$ cat config.mk
export PLATFORM = sky130hd
export DESIGN_NAME = trng_cmd_ctrl
export DESIGN_NICKNAME = d
export VERILOG_FILES = /design/src/rtl/trng_pkg.sv /design/src/rtl/trng_mixer.sv /design/src/rtl/trng_seq.sv /design/src/rtl/trng_cmd_ctrl.sv
export SDC_FILE = /design/constraint.sdc
export NUM_CORES = 1
export LEC_CHECK = 0
export BUFFER_PORTS_ARGS = -buffer_cell sky130_fd_sc_hd__buf_2
export CORE_AREA = 4 4 210 212
export DETAILED_ROUTE_END_ITERATION = 7
export DIE_AREA = 0 0 214 216
export PLACE_DENSITY = 0.81
export SLEW_MARGIN = 0
export SYNTH_ARGS = -nofsm -noshare
export SYNTH_HDL_FRONTEND = slang
export SYNTH_SLANG_ARGS = --single-unit
export TNS_END_PERCENT = 100
$ cat constraint.sdc
create_clock -name clk -period 8.4 [get_ports clk]
set_input_delay 0.42 -clock clk [delete_from_list [all_inputs] [get_ports clk]]
set_output_delay 0.42 -clock clk [all_outputs]
set_load 0.01 [all_outputs]
$ cat src/rtl/trng_pkg.sv
package trng_pkg;
  typedef enum logic [1:0] {
    OP_IDLE = 2'd0,
    OP_GEN  = 2'd1,
    OP_SEED = 2'd2
  } op_e;

  localparam logic [7:0]  A_CMD    = 8'h00;
  localparam logic [7:0]  A_MODE   = 8'h08;
  localparam logic [7:0]  A_IEN    = 8'h10;
  localparam logic [7:0]  A_STS    = 8'h14;
  localparam logic [7:0]  A_WORD0  = 8'h20;
  localparam logic [7:0]  A_RESEED = 8'h60;
  localparam logic [7:0]  A_VER    = 8'hF0;
  localparam logic [31:0] VERSION_ID = 32'h0000_46BC;
  localparam int          MODE_LONG_BIT = 3;
endpackage

$ cat src/rtl/trng_mixer.sv
module trng_mixer #(
  parameter int MIX_W = 256,
  parameter int LEN_W = 9
) (
  input  logic             clk,
  input  logic             rst_n,
  input  logic             absorb,
  input  logic [LEN_W-1:0] target,
  input  logic             ent_bit,
  input  logic             ent_valid,
  output logic [MIX_W-1:0] mix_next,
  output logic             last
);
  logic [MIX_W-1:0] state_q;
  logic [LEN_W-1:0] cnt_q, cnt_d;
  logic             take, fb;

  // feedback taps for x^256 + x^254 + x^251 + x^246 + 1
  assign fb   = state_q[MIX_W-1] ^ state_q[MIX_W-3] ^ state_q[MIX_W-6] ^
                state_q[MIX_W-11] ^ ent_bit;
  assign take = absorb & ent_valid;
  assign last = take & (cnt_q == target - LEN_W'(1));

  always_comb begin
    mix_next = take ? {state_q[MIX_W-2:0], fb} : state_q;
    if (!absorb)   cnt_d = '0;
    else if (last) cnt_d = '0;
    else if (take) cnt_d = cnt_q + LEN_W'(1);
    else           cnt_d = cnt_q;
  end

  always_ff @(posedge clk or negedge rst_n) begin
    if (!rst_n)    state_q <= '0;
    else if (take) state_q <= mix_next;
  end

  always_ff @(posedge clk or negedge rst_n) begin
    if (!rst_n) cnt_q <= '0;
    else        cnt_q <= cnt_d;
  end

  AST_CNT_RANGE: assert property (@(posedge clk) disable iff (!rst_n)
    absorb |-> (cnt_q < target));
  AST_IDLE_CLEAR: assert property (@(posedge clk) disable iff (!rst_n)
    !absorb |=> (cnt_q == '0));
endmodule

$ cat src/rtl/trng_seq.sv
module trng_seq
  import trng_pkg::*;
#(
  parameter int MIX_W     = 256,
  parameter int LEN_W     = 9,
  parameter int SEED_BITS = 64,
  parameter int LIM_W     = 16
) (
  input  logic             clk,
  input  logic             rst_n,
  input  logic             cmd_wr,
  input  logic [31:0]      cmd_wdata,
  input  logic             mode_long,
  input  logic [LIM_W-1:0] lim,
  input  logic             lim_wr,
  input  logic             last,
  output op_e              op,
  output logic [LEN_W-1:0] target,
  output logic             long_q,
  output logic             gen_done,
  output logic             seed_done
);
  op_e              op_q, op_d;
  logic             long_d;
  logic [LIM_W-1:0] units_q, units_d;
  logic [LIM_W:0]   units_sum;
  logic             due;

  assign op        = op_q;
  assign gen_done  = (op_q == OP_GEN)  & last;
  assign seed_done = (op_q == OP_SEED) & last;
  assign units_sum = {1'b0, units_q} + (long_q ? (LIM_W+1)'(2) : (LIM_W+1)'(1));
  assign due       = (lim != '0) & (units_sum >= {1'b0, lim});

  always_comb begin
    if (op_q == OP_SEED) target = LEN_W'(SEED_BITS);
    else if (long_q)     target = LEN_W'(MIX_W);
    else                 target = LEN_W'(MIX_W / 2);
  end

  always_comb begin
    op_d   = op_q;
    long_d = long_q;
    unique case (op_q)
      OP_IDLE: if (cmd_wr) begin
        if (cmd_wdata == 32'd1) begin
          op_d   = OP_GEN;
          long_d = mode_long;
        end else if (cmd_wdata == 32'd2) begin
          op_d = OP_SEED;
        end
      end
      OP_GEN:  if (last) op_d = due ? OP_SEED : OP_IDLE;
      OP_SEED: if (last) op_d = OP_IDLE;
      default: op_d = OP_IDLE;
    endcase
  end

  always_comb begin
    units_d = units_q;
    if (lim_wr)        units_d = '0;
    else if (gen_done) units_d = due ? '0 : units_sum[LIM_W-1:0];
  end

  always_ff @(posedge clk or negedge rst_n) begin
    if (!rst_n) begin
      op_q    <= OP_IDLE;
      long_q  <= 1'b0;
      units_q <= '0;
    end else begin
      op_q    <= op_d;
      long_q  <= long_d;
      units_q <= units_d;
    end
  end

  AST_BUSY_HOLD: assert property (@(posedge clk) disable iff (!rst_n)
    ((op_q != OP_IDLE) && !last) |=> (op_q == $past(op_q)));
  AST_SEED_END: assert property (@(posedge clk) disable iff (!rst_n)
    seed_done |=> (op_q == OP_IDLE));
  AST_AUTO_SEED: assert property (@(posedge clk) disable iff (!rst_n)
    (gen_done && due) |=> (op_q == OP_SEED));
endmodule

$ cat src/rtl/trng_cmd_ctrl.sv
module trng_cmd_ctrl
  import trng_pkg::*;
#(
  parameter int NWORDS    = 8,
  parameter int SEED_BITS = 64,
  parameter int LIM_W     = 16
) (
  input  logic        clk,
  input  logic        rst_n,
  input  logic        reg_we,
  input  logic [7:0]  reg_addr,
  input  logic [31:0] reg_wdata,
  output logic [31:0] reg_rdata,
  input  logic        ent_bit,
  input  logic        ent_valid,
  output logic        irq
);
  localparam int WORD_W = 32;
  localparam int MIX_W  = NWORDS * WORD_W;
  localparam int LEN_W  = $clog2(MIX_W) + 1;
  localparam int IDX_W  = $clog2(NWORDS);

  op_e              op;
  logic [LEN_W-1:0] target;
  logic             long_q, gen_done, seed_done, last;
  logic [MIX_W-1:0] mix_next;
  logic             mode_q;
  logic [2:0]       ien_q;
  logic [1:0]       sts_q, sts_d;
  logic [LIM_W-1:0] lim_q;
  logic [WORD_W-1:0] words_q [NWORDS];
  logic             wr_cmd, wr_mode, wr_ien, wr_sts, wr_lim;
  logic [7:0]       woff;
  logic             in_words;
  logic [IDX_W-1:0] widx;

  assign wr_cmd  = reg_we & (reg_addr == A_CMD);
  assign wr_mode = reg_we & (reg_addr == A_MODE);
  assign wr_ien  = reg_we & (reg_addr == A_IEN);
  assign wr_sts  = reg_we & (reg_addr == A_STS);
  assign wr_lim  = reg_we & (reg_addr == A_RESEED);

  trng_seq #(.MIX_W(MIX_W), .LEN_W(LEN_W), .SEED_BITS(SEED_BITS), .LIM_W(LIM_W)) u_seq (
    .clk(clk), .rst_n(rst_n), .cmd_wr(wr_cmd), .cmd_wdata(reg_wdata),
    .mode_long(mode_q), .lim(lim_q), .lim_wr(wr_lim), .last(last),
    .op(op), .target(target), .long_q(long_q),
    .gen_done(gen_done), .seed_done(seed_done)
  );

  trng_mixer #(.MIX_W(MIX_W), .LEN_W(LEN_W)) u_mix (
    .clk(clk), .rst_n(rst_n), .absorb(op != OP_IDLE), .target(target),
    .ent_bit(ent_bit), .ent_valid(ent_valid), .mix_next(mix_next), .last(last)
  );

  // control registers
  always_ff @(posedge clk or negedge rst_n) begin
    if (!rst_n) begin
      mode_q <= 1'b0;
      ien_q  <= '0;
      lim_q  <= '0;
    end else begin
      if (wr_mode) mode_q <= reg_wdata[MODE_LONG_BIT];
      if (wr_ien)  ien_q  <= {reg_wdata[31], reg_wdata[1], reg_wdata[0]};
      if (wr_lim)  lim_q  <= reg_wdata[LIM_W-1:0];
    end
  end

  // status: event sets, write-one clears, set wins
  always_comb begin
    sts_d = sts_q;
    if (wr_sts) sts_d = sts_q & ~reg_wdata[1:0];
    if (gen_done)  sts_d[0] = 1'b1;
    if (seed_done) sts_d[1] = 1'b1;
  end

  always_ff @(posedge clk or negedge rst_n) begin
    if (!rst_n) sts_q <= 2'b01;
    else        sts_q <= sts_d;
  end

  // output words
  for (genvar k = 0; k < NWORDS; k++) begin : g_word
    always_ff @(posedge clk or negedge rst_n) begin
      if (!rst_n) words_q[k] <= '0;
      else if (gen_done) begin
        if (k < NWORDS / 2 || long_q) words_q[k] <= mix_next[k*WORD_W +: WORD_W];
        else                          words_q[k] <= '0;
      end
    end
  end

  assign irq = ien_q[2] & ((sts_q[0] & ien_q[0]) | (sts_q[1] & ien_q[1]));

  // read mux
  assign woff     = reg_addr - A_WORD0;
  assign in_words = (reg_addr >= A_WORD0) && (woff < 8'(4 * NWORDS)) && (reg_addr[1:0] == 2'b00);
  assign widx     = woff[IDX_W+1:2];

  always_comb begin
    reg_rdata = '0;
    if (in_words) reg_rdata = words_q[widx];
    else begin
      unique case (reg_addr)
        A_CMD:    reg_rdata = {30'b0, op};
        A_MODE:   reg_rdata = {28'b0, mode_q, 3'b0};
        A_IEN:    reg_rdata = {ien_q[2], 29'b0, ien_q[1:0]};
        A_STS:    reg_rdata = {30'b0, sts_q};
        A_RESEED: reg_rdata = {{(32-LIM_W){1'b0}}, lim_q};
        A_VER:    reg_rdata = VERSION_ID;
        default:  reg_rdata = '0;
      endcase
    end
  end

  AST_RDY_SOURCE: assert property (@(posedge clk) disable iff (!rst_n)
    $rose(sts_q[0]) |-> ($past(op) == OP_GEN));
  AST_SEED_SOURCE: assert property (@(posedge clk) disable iff (!rst_n)
    $rose(sts_q[1]) |-> ($past(op) == OP_SEED));
  AST_HALF_BLANK: assert property (@(posedge clk) disable iff (!rst_n)
    ($past(gen_done) && !$past(long_q)) |-> (words_q[NWORDS-1] == '0));
  AST_WORDS_HOLD: assert property (@(posedge clk) disable iff (!rst_n)
    !$past(gen_done) |-> $stable(words_q[0]));
endmodule

==> run metrics, run 1 <==
arrival time of data at the critical path endpoint=4230 ps; first-pass iteration count of the detailed router=5; Post-DRT Antenna Nets=0; Inserted Clock Buffers=56; first-pass GRT wire length=85.19 mm; IO Count=78; post-synth design cell area=25,120 um2; total number of yosys warnings=0; headroom to the max-slew limit=0.2275; sequential element share of the synthesized area=0.5600; kind of cell adding the most delay to the critical path=simple AND/OR/NAND/NOR gates; Clk pin slew, worst setup/hold paths=70 ps; min-delay src=reg_wdata[8]; final-layout setup total negative slack=0 ps; EDFF count, synth=0; Buffers & Inverters on Critical Path=2; Worst Hold Path Cells=3; minimum period implied by the final worst setup slack=around 3700 ps; worst slack on hold paths=44.03 ps; worst-case setup slack after placement=4709 ps; total number of clock tree sinks=562; post-route worst setup slack=roughly 4700 ps; reg2reg setup slack=4650 ps; y dimension of the die=216 um; Resized cells post-CTS=0; Layout Skew=29.80 ps; overall track demand over capacity in global routing=0.2225; GRT overflow=0; Placement Cell Area=25,730 um2; detailed-placement wirelength estimate=31.35 mm; library cell used as clock root buffer=clkbuf_16; number of buffers inserted for hold repair after clock tree synthesis=1; classification of the worst setup path=reg -> reg; mean routed wirelength per cell=between 20 and 25 um; Top FF cell, synth=dfrtp_1; max-cap viol count=0; RSZ-0062 raised after global routing=false; via count=14,996; Site Rows=75; number of instances in the synthesized netlist=around 1,900; final critical-path share of the clock period=0.4463; Fmax achieved=266.8 MHz; static leakage=13.57 nW; worst-margin pin slew=1152 ps; power density relative to cell area=just over 200 nW/um2; NumNets Final=2,000; latest clock arrival within the worst-skew pair=620 ps; antenna violations before repair=0; Die Footprint=46,220 um2; count of antenna diodes in the layout=0; synthesized netlist net count=1,971; hold violation count in the final report=0; Final Cell Area=27,740 um2; Final Max Slew Viols=0; TritonCTS clock tree=done; FFs w/ async S/R, synth=1.000; total of flip-flops plus latches after synthesis=562; count of filler cells inserted in the layout=2,877; worst r2r dst=u_seq.units_q[6]; total setup violations reported at the end of the flow=0; worst-path cell with the longest stage delay=dfrtp_4; quantity of I/O buffers inserted on ports=77; overall routed net length=51.11 mm; vias in the first global route=16,053; number of non-filler instances in the completed layout=2,521; required arrival time at the worst endpoint=a little under 9000 ps; proportion of layout cells with a drive suffix above 1=0.3335; peak supply drop=about 0.23 mV; worst r2r path cells=14; effective utilization at floorplan=0.5988; starting DRC count in detailed routing=approximately 1,300; startpoint of the most critical register-to-register path=u_seq.long_q; delay contributed by the slowest stage of the critical path=roughly 640 ps; sequence of cells on the critical path=inv_1, ha_1, fa_1, nand3_1, nor3_1, nand4_1, xnor2_1, ha_1, nand3_1, nor3_1, o41a_1, o31ai_2, buf_4, a41o_1; pin count of the biggest net entering global routing=198; Placed Cells=around 2,400; via count normalized by instance count=5.948; biggest fanout along the worst timing path=33; result of the run=complete, no violations; die extent in x=between 200 and 250 um; growth of design area from synthesis to finish=10.44%; Endpoint, Worst Hold=lim_q[8]; area of the multi-input gates=10,310 um2; number of distinct library cells after synthesis=57; CTS H-tree depth=2; # Post-CTS Setup Buffers=0; mean post-synth cell area=roughly 13 um2; GPL Wtd Cong=between 0.8 and 0.9; critical path capture point type=flop; post-detailed-route DRC marker count=0; CP Launch Type=flop; core outline area=41,950 um2; FF+latch area=about 14,000 um2; worst hold path class=in -> reg; buffers from clock root to sink, at most=3; launch point of the worst path=u_seq.long_q
power breakdown:
| part | total, mW | internal (mW) | switching (mW) | leakage, nW |
|---|---|---|---|---|
| Clock | 2.65 | 1.58 | 1.06 | 0.978 |
| Combinational | 0.262 | 0.105 | 0.157 | 4.87 |
| Sequential | 2.82 | 2.78 | 0.0458 | 7.73 |
| Total | 5.73 | 4.46 | 1.27 | 13.6 |
cells by family after synthesis:
logic type               share of synthesized area
flip-flops                                  0.5600
multiplexers                                0.2657
AND/OR/NAND/NOR                            0.07388
AO/OA/AOI/OAI                              0.05325
buffers and inverters                      0.02979
adder cells (fa/ha/maj)                    0.01076
XOR/XNOR                                  0.006626
worst reg2reg max path: cells and delay by family, from the launching register on:
kind	cells	cell delay (ps)
buffers and inverters	2	320
flip-flops	1	640
AND/OR/NAND/NOR	5	1170
adder cells (fa/ha/maj)	3	780
XOR/XNOR	1	170
AO/OA/AOI/OAI	3	560
worst max-delay path by stage:
stage	slack, ps	to	cells after the start
4_1_cts	4660	u_seq.op[1]	13
3_3_place_gp	4710	u_seq.op[1]	13
3_5_place_dp	4710	u_seq.op[1]	13
5_1_grt	4360	u_seq.units_q[6]	14
6_report	4650	u_seq.units_q[6]	14
2_1_floorplan	4260	u_seq.op[1]	16
cell usage after synthesis (all sizes together) (14+ instances only):
master / count / area (um2)
a21oi: 17 / 85.08
clkbuf: 64 / 240.2
nor2: 47 / 176.4
ha: 20 / 250.2
buf: 60 / 417.9
nand3: 21 / 117.6
dfrtp: 561 / 14040
o21ai: 161 / 817.0
xnor2: 14 / 122.6
mux2: 395 / 4902
inv: 24 / 90.09
mux2i: 33 / 330.3
nand2: 307 / 1152
mux4: 64 / 1441
placed cells by master, fill, tap and decap left out, types with 8 or more instances in the layout:
cell type,n
buf_4,15
clkbuf_1,11
clkbuf_16,57
inv_1,24
clkinv_2,10
and3_1,12
o22ai_1,10
ha_1,20
buf_2,74
a21oi_1,17
nand2_1,307
nor2_1,47
mux2_2,273
nor4_1,12
a32o_1,8
mux2i_1,33
nand3_1,20
xnor2_1,14
mux4_2,64
nand4_1,11
o21ai_0,159
dfrtp_1,560
mux2_4,121
clkbuf_8,13
stage by stage:
stage                 util  power [mW]
floorplan                -       3.009
global placement    0.6133       3.122
detailed placement  0.6133       3.136
CTS                 0.6613       5.783
global route        0.6613       5.930
finish              0.6613       5.730
layer usage:
metal  track usage  vias up  part of all wire
li1              -     6779                 -
met1        0.3166     7780              0.45
met2        0.3651      352              0.48
met3       0.03544       85             0.047
met4       0.05706        0             0.020
met5             0        -                 0
layout make-up:
cell class,instances,share of cell area
clock buffer,81,0.05936
clock inverter,25,0.01281
inverter,24,0.003248
multi-input combinational,1195,0.3719
sequential,562,0.5072
tap,539,0.02431
timing repair buffer,95,0.02120
registers in the layout, summed over array words and instances (netlist names):
register and cells:
words_q 256, u_mix.state_q 256, sts_q 2, u_seq.units_q 16
u_mix.cnt_q 9, mode_q 1, u_seq.op 2, lim_q 16
u_seq.long_q 1, ien_q 3
Power figures use the tool's default switching activity.
==> run 2: changes to the inputs <==
- CORE_AREA: 4 4 210 212 -> 4 4 217 219
- DIE_AREA: 0 0 214 216 -> 0 0 221 223
- PLACE_DENSITY: 0.81 -> 0.79
- clock period: 8.4 -> 3.4 ns (I/O delays scaled with it)
==> run 2 against run 1 <==
Non-clock buffer count rose by 50. Largest power group unchanged. Largest cell class unchanged. Final area increased by 2.1%. Sequential share of layout area decreased by 1.0 points. Cell count rose by 3.9%. Combinational power grew to 2.7 times the previous value. Register-to-register slack lost 4600 ps. Sequential power up 150%.
==> run metrics, run 2 (synthesis gave the netlist of run 1 again) <==
worst r2r dst=u_seq.op[1] (was u_seq.units_q[6]); min-delay src=reg_wdata[16] (was reg_wdata[8]); antenna violations before repair=2 (was 0); Buffers & Inverters on Critical Path=3 (was 2); static leakage=13.82 nW (was 13.57 nW); total setup violations reported at the end of the flow=0 (unchanged); arrival time of data at the critical path endpoint=3780 ps (was 4230 ps); CP Launch Type=flop (unchanged); worst hold path class=in -> reg (unchanged); worst r2r path cells=13 (was 14); count of filler cells inserted in the layout=3,253 (was 2,877); detailed-placement wirelength estimate=33.66 mm (was 31.35 mm); Final Max Slew Viols=0 (unchanged); biggest fanout along the worst timing path=5 (was 33); post-route worst setup slack=99.28 ps (was 4651 ps); highest-count cells in the layout ignoring fill and taps=560 x dfrtp_1, 307 x nand2_1, 273 x mux2_2, 158 x o21ai_0, 121 x mux2_4 (was 560 x dfrtp_1, 307 x nand2_1, 273 x mux2_2, 159 x o21ai_0, 121 x mux2_4); PnR Total Power=13.70 mW (was 5.730 mW); GRT overflow=0 (unchanged); Die Footprint=49,280 um2 (was 46,220 um2); y dimension of the die=223 um (was 216 um); Inserted Clock Buffers=55 (was 56); classification of the worst setup path=reg -> reg (unchanged); Layout Skew=18.09 ps (was 29.80 ps); first-pass iteration count of the detailed router=5 (unchanged); required arrival time at the worst endpoint=3880 ps (was 8880 ps); buffers from clock root to sink, at most=3 (unchanged); peak supply drop=0.3747 mV (was 0.2274 mV); largest registers=u_mix.state_q x256, words_q x256 (unchanged); CTS H-tree depth=2 (unchanged); max-cap viol count=0 (unchanged); count of antenna diodes in the layout=0 (unchanged); pin count of the biggest net entering global routing=105 (was 198); Endpoint, Worst Hold=u_seq.op[1] (was lim_q[8]); post-detailed-route DRC marker count=0 (unchanged); overall track demand over capacity in global routing=0.2141 (was 0.2225); result of the run=complete, no violations (unchanged); power density relative to cell area=483.8 nW/um2 (was 206.6 nW/um2); first-pass GRT wire length=86.98 mm (was 85.19 mm); via count=15,266 (was 14,996); startpoint of the most critical register-to-register path=u_seq.long_q (unchanged); core outline area=45,090 um2 (was 41,950 um2); Clk pin slew, worst setup/hold paths=60 ps (was 70 ps); NumNets Final=2,049 (was 2,000); proportion of layout cells with a drive suffix above 1=0.3421 (was 0.3335); worst-path cell with the longest stage delay=fa_2 (was dfrtp_4); Site Rows=78 (was 75); sequence of cells on the critical path=inv_2, ha_4, fa_2, buf_4, xor2_1, ha_1, a21o_1, nand3_1, a21oi_1, o41a_1, o31ai_4, clkbuf_16, o221ai_2 (was inv_1, ha_1, fa_1, nand3_1, nor3_1, nand4_1, xnor2_1, ha_1, nand3_1, nor3_1, o41a_1, o31ai_2, buf_4, a41o_1); hold violation count in the final report=0 (unchanged); RSZ-0062 raised after global routing=true (was false); Post-DRT Antenna Nets=0 (unchanged); most frequent standard cell in the layout excluding fill and tap cells=dfrtp_1 (unchanged); overall routed net length=52.80 mm (was 51.11 mm); worst-margin pin slew=809.0 ps (was 1152 ps); GPL Wtd Cong=0.8722 (was 0.8706); growth of design area from synthesis to finish=12.75% (was 10.44%); launch point of the worst path=u_seq.long_q (unchanged); kind of cell adding the most delay to the critical path=compound AO/OA/AOI/OAI gates (was simple AND/OR/NAND/NOR gates); die extent in x=221 um (was 214 um); total number of clock tree sinks=562 (unchanged); minimum period implied by the final worst setup slack=3301 ps (was 3749 ps); TritonCTS clock tree=done (unchanged); vias in the first global route=16,082 (was 16,053); via count normalized by instance count=5.827 (was 5.948); Fmax achieved=303.0 MHz (was 266.8 MHz); critical path capture point type=flop (unchanged); mean routed wirelength per cell=20.15 um (was 20.27 um); worst-case setup slack after placement=142.5 ps (was 4709 ps); reg2reg setup slack=100 ps (was 4650 ps); Worst Hold Path Cells=7 (was 3); headroom to the max-slew limit=0.4565 (was 0.2275); library cell used as clock root buffer=clkbuf_16 (unchanged); delay contributed by the slowest stage of the critical path=450 ps (was 640 ps); IO Count=78 (unchanged); quantity of I/O buffers inserted on ports=77 (unchanged); final core utilization=0.6281 (was 0.6613); latest clock arrival within the worst-skew pair=610 ps (was 620 ps); effective utilization at floorplan=0.5571 (was 0.5988); final critical-path share of the clock period=0.9708 (was 0.4463); worst slack on hold paths=111.0 ps (was 44.03 ps); starting DRC count in detailed routing=1,211 (was 1,331)
## run 2: changes by cell type in the layout (fill, tap and decap cells not counted), sizes merged
cell / previous run / this run
buf: 94 / 123
bufinv: 7 / 5
clkinv: 15 / 7
clkinvlp: 3 / 0
dlygate4sd3: 1 / 20
inv: 24 / 27
## run 2: layer usage
layer	vias up	part of all wire	track usage
met5	-	0.00021	0
met4	2	0.029	0.06604
met3	103	0.040	0.03829
met2	314	0.49	0.3528
met1	7947	0.44	0.2951
li1	6900	-	-
## run 2: repair_timing
action	4_1_cts	5_1_grt
hold buffers	20	0
setup endpoints to repair	0	17
gates resized for setup	0	14
buffers inserted	0	5
hold endpoints to repair	90	0
## run 2: report_power, final
| part | switching [mW] | total [mW] | internal (mW) | leakage (nW) |
|---|---|---|---|---|
| registers | 0.116 | 6.97 | 6.86 | 7.73 |
| clock network | 2.55 | 6.03 | 3.48 | 0.859 |
| logic | 0.408 | 0.701 | 0.292 | 5.23 |
| total | 3.07 | 13.7 | 10.6 | 13.8 |
## run 2: area by class of cell
| cell class | count | area, um2 | area share |
|---|---|---|---|
| multi-input cells | 1195 | 10440 | 0.3685 |
| clock inverters | 15 | 237.7 | 0.008394 |
| repair buffers | 145 | 1221 | 0.04312 |
| well taps | 600 | 750.7 | 0.02651 |
| flip-flops and latches | 562 | 14070 | 0.4968 |
| clock buffers | 79 | 1516 | 0.05355 |
| inverters | 24 | 90.09 | 0.003181 |
## run 2: worst reg2reg max path, delay by kind of cell, from the launching register on
| family | cells | cell delay, ps |
|---|---|---|
| buf+inv | 3 | 440 |
| simple gates | 1 | 80 |
| compound gates | 5 | 1160 |
| xor+xnor | 1 | 150 |
| flops | 1 | 420 |
| fa+ha+maj | 3 | 920 |
## run 2: stage by stage
stage / instances / area [um2] / setup TNS (ps)
floorplan: 1905 / 25200 / 0
global placement: 2499 / 26210 / 0
detailed placement: 2499 / 26210 / 0
CTS: 2613 / 28170 / 0
global route: 2620 / 28320 / -771.8
finish: 2620 / 28320 / 0
## run 2: worst max-delay path by stage
stage | endpoint | slack, ps | cells after the start
final | u_seq.op[1] | 100 | 13
after global routing | u_seq.op[1] | -80 | 14
after CTS | u_seq.units_q[1] | 120 | 14
after global placement | u_seq.units_q[9] | 220 | 14
after detailed placement | u_seq.units_q[1] | 140 | 14
after floorplan | u_seq.op[1] | 10 | 16
==> run 3: changes to the inputs <==
- GPL_TIMING_DRIVEN: not set -> 0
==> run 3 against run 2 <==
Wire length is 17% higher. Cell count is 3.7% higher. Sequential power hardly changed. Die area stayed put. Via count is 5.2% higher. Global-route usage is 3.8 points higher. Core utilization is 1.1 points higher. Highest routed layer is now met4. Final area is 1.7% higher. Sequential share of layout area is 0.85 points lower. Register-to-register slack worse by 90 ps. Fmax is 2.7% lower. Largest power group unchanged.
==> run metrics, run 3 (synthesis gave the netlist of run 1 again) <==
worst r2r path cells=14 (was 13); y dimension of the die=223 um (unchanged); Final Max Slew Viols=0 (unchanged); core outline area=45,090 um2 (unchanged); hold violation count in the final report=0 (unchanged); max-cap viol count=0 (unchanged); largest registers=u_mix.state_q x256, words_q x256 (unchanged); worst r2r dst=u_seq.units_q[15] (was u_seq.op[1]); first-pass GRT wire length=98.57 mm (was 86.98 mm); IO Count=78 (unchanged); proportion of layout cells with a drive suffix above 1=0.3448 (was 0.3421); NumNets Final=2,139 (was 2,049); die extent in x=221 um (unchanged); count of antenna diodes in the layout=0 (unchanged); Inserted Clock Buffers=56 (was 55); result of the run=complete, no violations (unchanged); CTS H-tree depth=2 (unchanged); growth of design area from synthesis to finish=14.70% (was 12.75%); GRT overflow=0 (unchanged); GPL Wtd Cong=0.8968 (was 0.8722); Die Footprint=49,280 um2 (unchanged); Final Cell Area=28,810 um2 (was 28,320 um2); switching share of total power=0.2256 (was 0.2243); headroom to the max-slew limit=0.1699 (was 0.4565); quantity of I/O buffers inserted on ports=76 (was 77); via count=16,055 (was 15,266); combinational power share=0.051 (about the same); sequence of cells on the critical path=clkbuf_16, inv_6, ha_4, fa_2, and3_4, nand3_4, xnor2_2, ha_1, a211oi_2, nor2_1, o41a_1, o31ai_4, buf_4, a41o_1 (was inv_2, ha_4, fa_2, buf_4, xor2_1, ha_1, a21o_1, nand3_1, a21oi_1, o41a_1, o31ai_4, clkbuf_16, o221ai_2); reg2reg setup slack=8 ps (was 100 ps); final-layout setup total negative slack=0 ps (unchanged); final critical-path share of the clock period=0.9976 (was 0.9708); clock power share=0.458 (was 0.440); via count normalized by instance count=5.909 (was 5.827); critical path capture point type=flop (unchanged); minimum period implied by the final worst setup slack=3392 ps (was 3301 ps); net switching power figure=3.201 mW (was 3.073 mW); antenna violations before repair=1 (was 2); latest clock arrival within the worst-skew pair=630 ps (was 610 ps); Post-DRT Antenna Nets=0 (unchanged); post-detailed-route DRC marker count=0 (unchanged); internal power=10.99 mW (was 10.63 mW); Clk pin slew, worst setup/hold paths=60 ps (about the same); TritonCTS clock tree=done (unchanged); total number of clock tree sinks=562 (unchanged); launch point of the worst path=u_seq.long_q (unchanged); Placement Cell Area=26,480 um2 (was 26,210 um2); delay contributed by the slowest stage of the critical path=440 ps (was 450 ps); RSZ-0062 raised after global routing=true (unchanged); starting DRC count in detailed routing=1,383 (was 1,211); overall routed net length=61.69 mm (was 52.80 mm); required arrival time at the worst endpoint=3940 ps (was 3880 ps); Flop pwr share=0.491 (was 0.509); PnR Total Power=14.19 mW (was 13.70 mW); arrival time of data at the critical path endpoint=3940 ps (was 3780 ps); CP Capture Point=u_seq.units_q[15] (was u_seq.op[1]); worst-path cell with the longest stage delay=fa_2 (unchanged); buffers from clock root to sink, at most=3 (unchanged); worst-margin pin slew=1232 ps (was 809.0 ps); Site Rows=78 (unchanged); most frequent standard cell in the layout excluding fill and tap cells=dfrtp_1 (unchanged); peak supply drop=0.4749 mV (was 0.3747 mV); vias in the first global route=17,222 (was 16,082); worst hold path class=in -> reg (unchanged); worst slack on hold paths=34.77 ps (was 111.0 ps); library cell used as clock root buffer=clkbuf_16 (unchanged); startpoint of the most critical register-to-register path=u_seq.long_q (unchanged); highest-count cells in the layout ignoring fill and taps=560 x dfrtp_1, 307 x nand2_1, 273 x mux2_2, 158 x o21ai_0, 121 x mux2_4 (unchanged); total setup violations reported at the end of the flow=0 (unchanged); power density relative to cell area=492.5 nW/um2 (was 483.8 nW/um2); pin count of the biggest net entering global routing=125 (was 105); Layout Skew=20.55 ps (was 18.09 ps); Worst Hold Path Cells=6 (was 7); classification of the worst setup path=reg -> reg (unchanged); effective utilization at floorplan=0.5571 (unchanged); static leakage=14.06 nW (was 13.82 nW); detailed-placement wirelength estimate=43.42 mm (was 33.66 mm); CP Launch Type=flop (unchanged); biggest fanout along the worst timing path=5 (unchanged); first-pass iteration count of the detailed router=5 (unchanged); mean routed wirelength per cell=22.71 um (was 20.15 um); Fmax achieved=294.8 MHz (was 303.0 MHz); overall track demand over capacity in global routing=0.2522 (was 0.2141)
[run 3: critical path, delay by kind of cell, from the launching register on]
family / cells / cell delay [ps]
simple gates: 3 / 330
xor+xnor: 1 / 120
flops: 1 / 400
buf+inv: 3 / 380
compound gates: 4 / 1200
fa+ha+maj: 3 / 870
[run 3: power groups by stage]
| stage | clock (mW) | combinational (mW) | sequential [mW] |
|---|---|---|---|
| finish | 6.50 | 0.720 | 6.97 |
| detailed placement | 0 | 0.701 | 7.08 |
| global route | 6.87 | 0.793 | 6.99 |
| global placement | 0 | 0.649 | 7.08 |
| floorplan | 0 | 0.398 | 7.04 |
| CTS | 6.57 | 0.730 | 6.97 |
[run 3: worst min path at each step]
stage | from | to | slack, ps
finish | reg_wdata[26] | u_seq.op[1] | 30
global route | reg_wdata[16] | u_seq.op[1] | 60
CTS | reg_wdata[26] | u_seq.op[1] | 30
detailed placement | rst_n | u_mix.state_q[89] | 150
global placement | reg_wdata[10] | lim_q[10] | 400
floorplan | rst_n | ien_q[0] | -130
[run 3: per-layer routing]
metal | share of wire | global-route usage | vias up
li1 | - | - | 7077
met3 | 0.058 | 0.04697 | 135
met5 | 0 | 0 | -
met1 | 0.42 | 0.3391 | 8346
met2 | 0.48 | 0.4160 | 497
met4 | 0.038 | 0.09221 | 0
[run 3: what timing repair did]
action	4_1_cts	5_1_grt
pin swaps	5	15
gates resized for setup	14	9
setup endpoints to repair	17	17
gates cloned	2	0
buffers inserted	7	2
hold buffers	20	0
endpoints found under the hold margin	244	0
[run 3: layout make-up]
cell class                      count  area, um2
Buffer                            122      678.2
Clock buffer                       79       1649
Clock inverter                     23      311.5
Fill cell                        3252      16280
Inverter                           24      95.09
Multi-Input combinational cell   1195      10430
Sequential cell                   562      14070
Tap cell                          600      750.7
Timing Repair Buffer              112      824.5
[run 3: metrics by stage]
step / util / instances / setup WS [ps]
after CTS: 0.6375 / 2715 / 0.8598
final: 0.6389 / 2717 / 8.071
after global placement: 0.5840 / 2581 / -8818
after floorplan: - / 1905 / 14.39
after detailed placement: 0.5872 / 2586 / -659.3
after global routing: 0.6389 / 2717 / -100.4
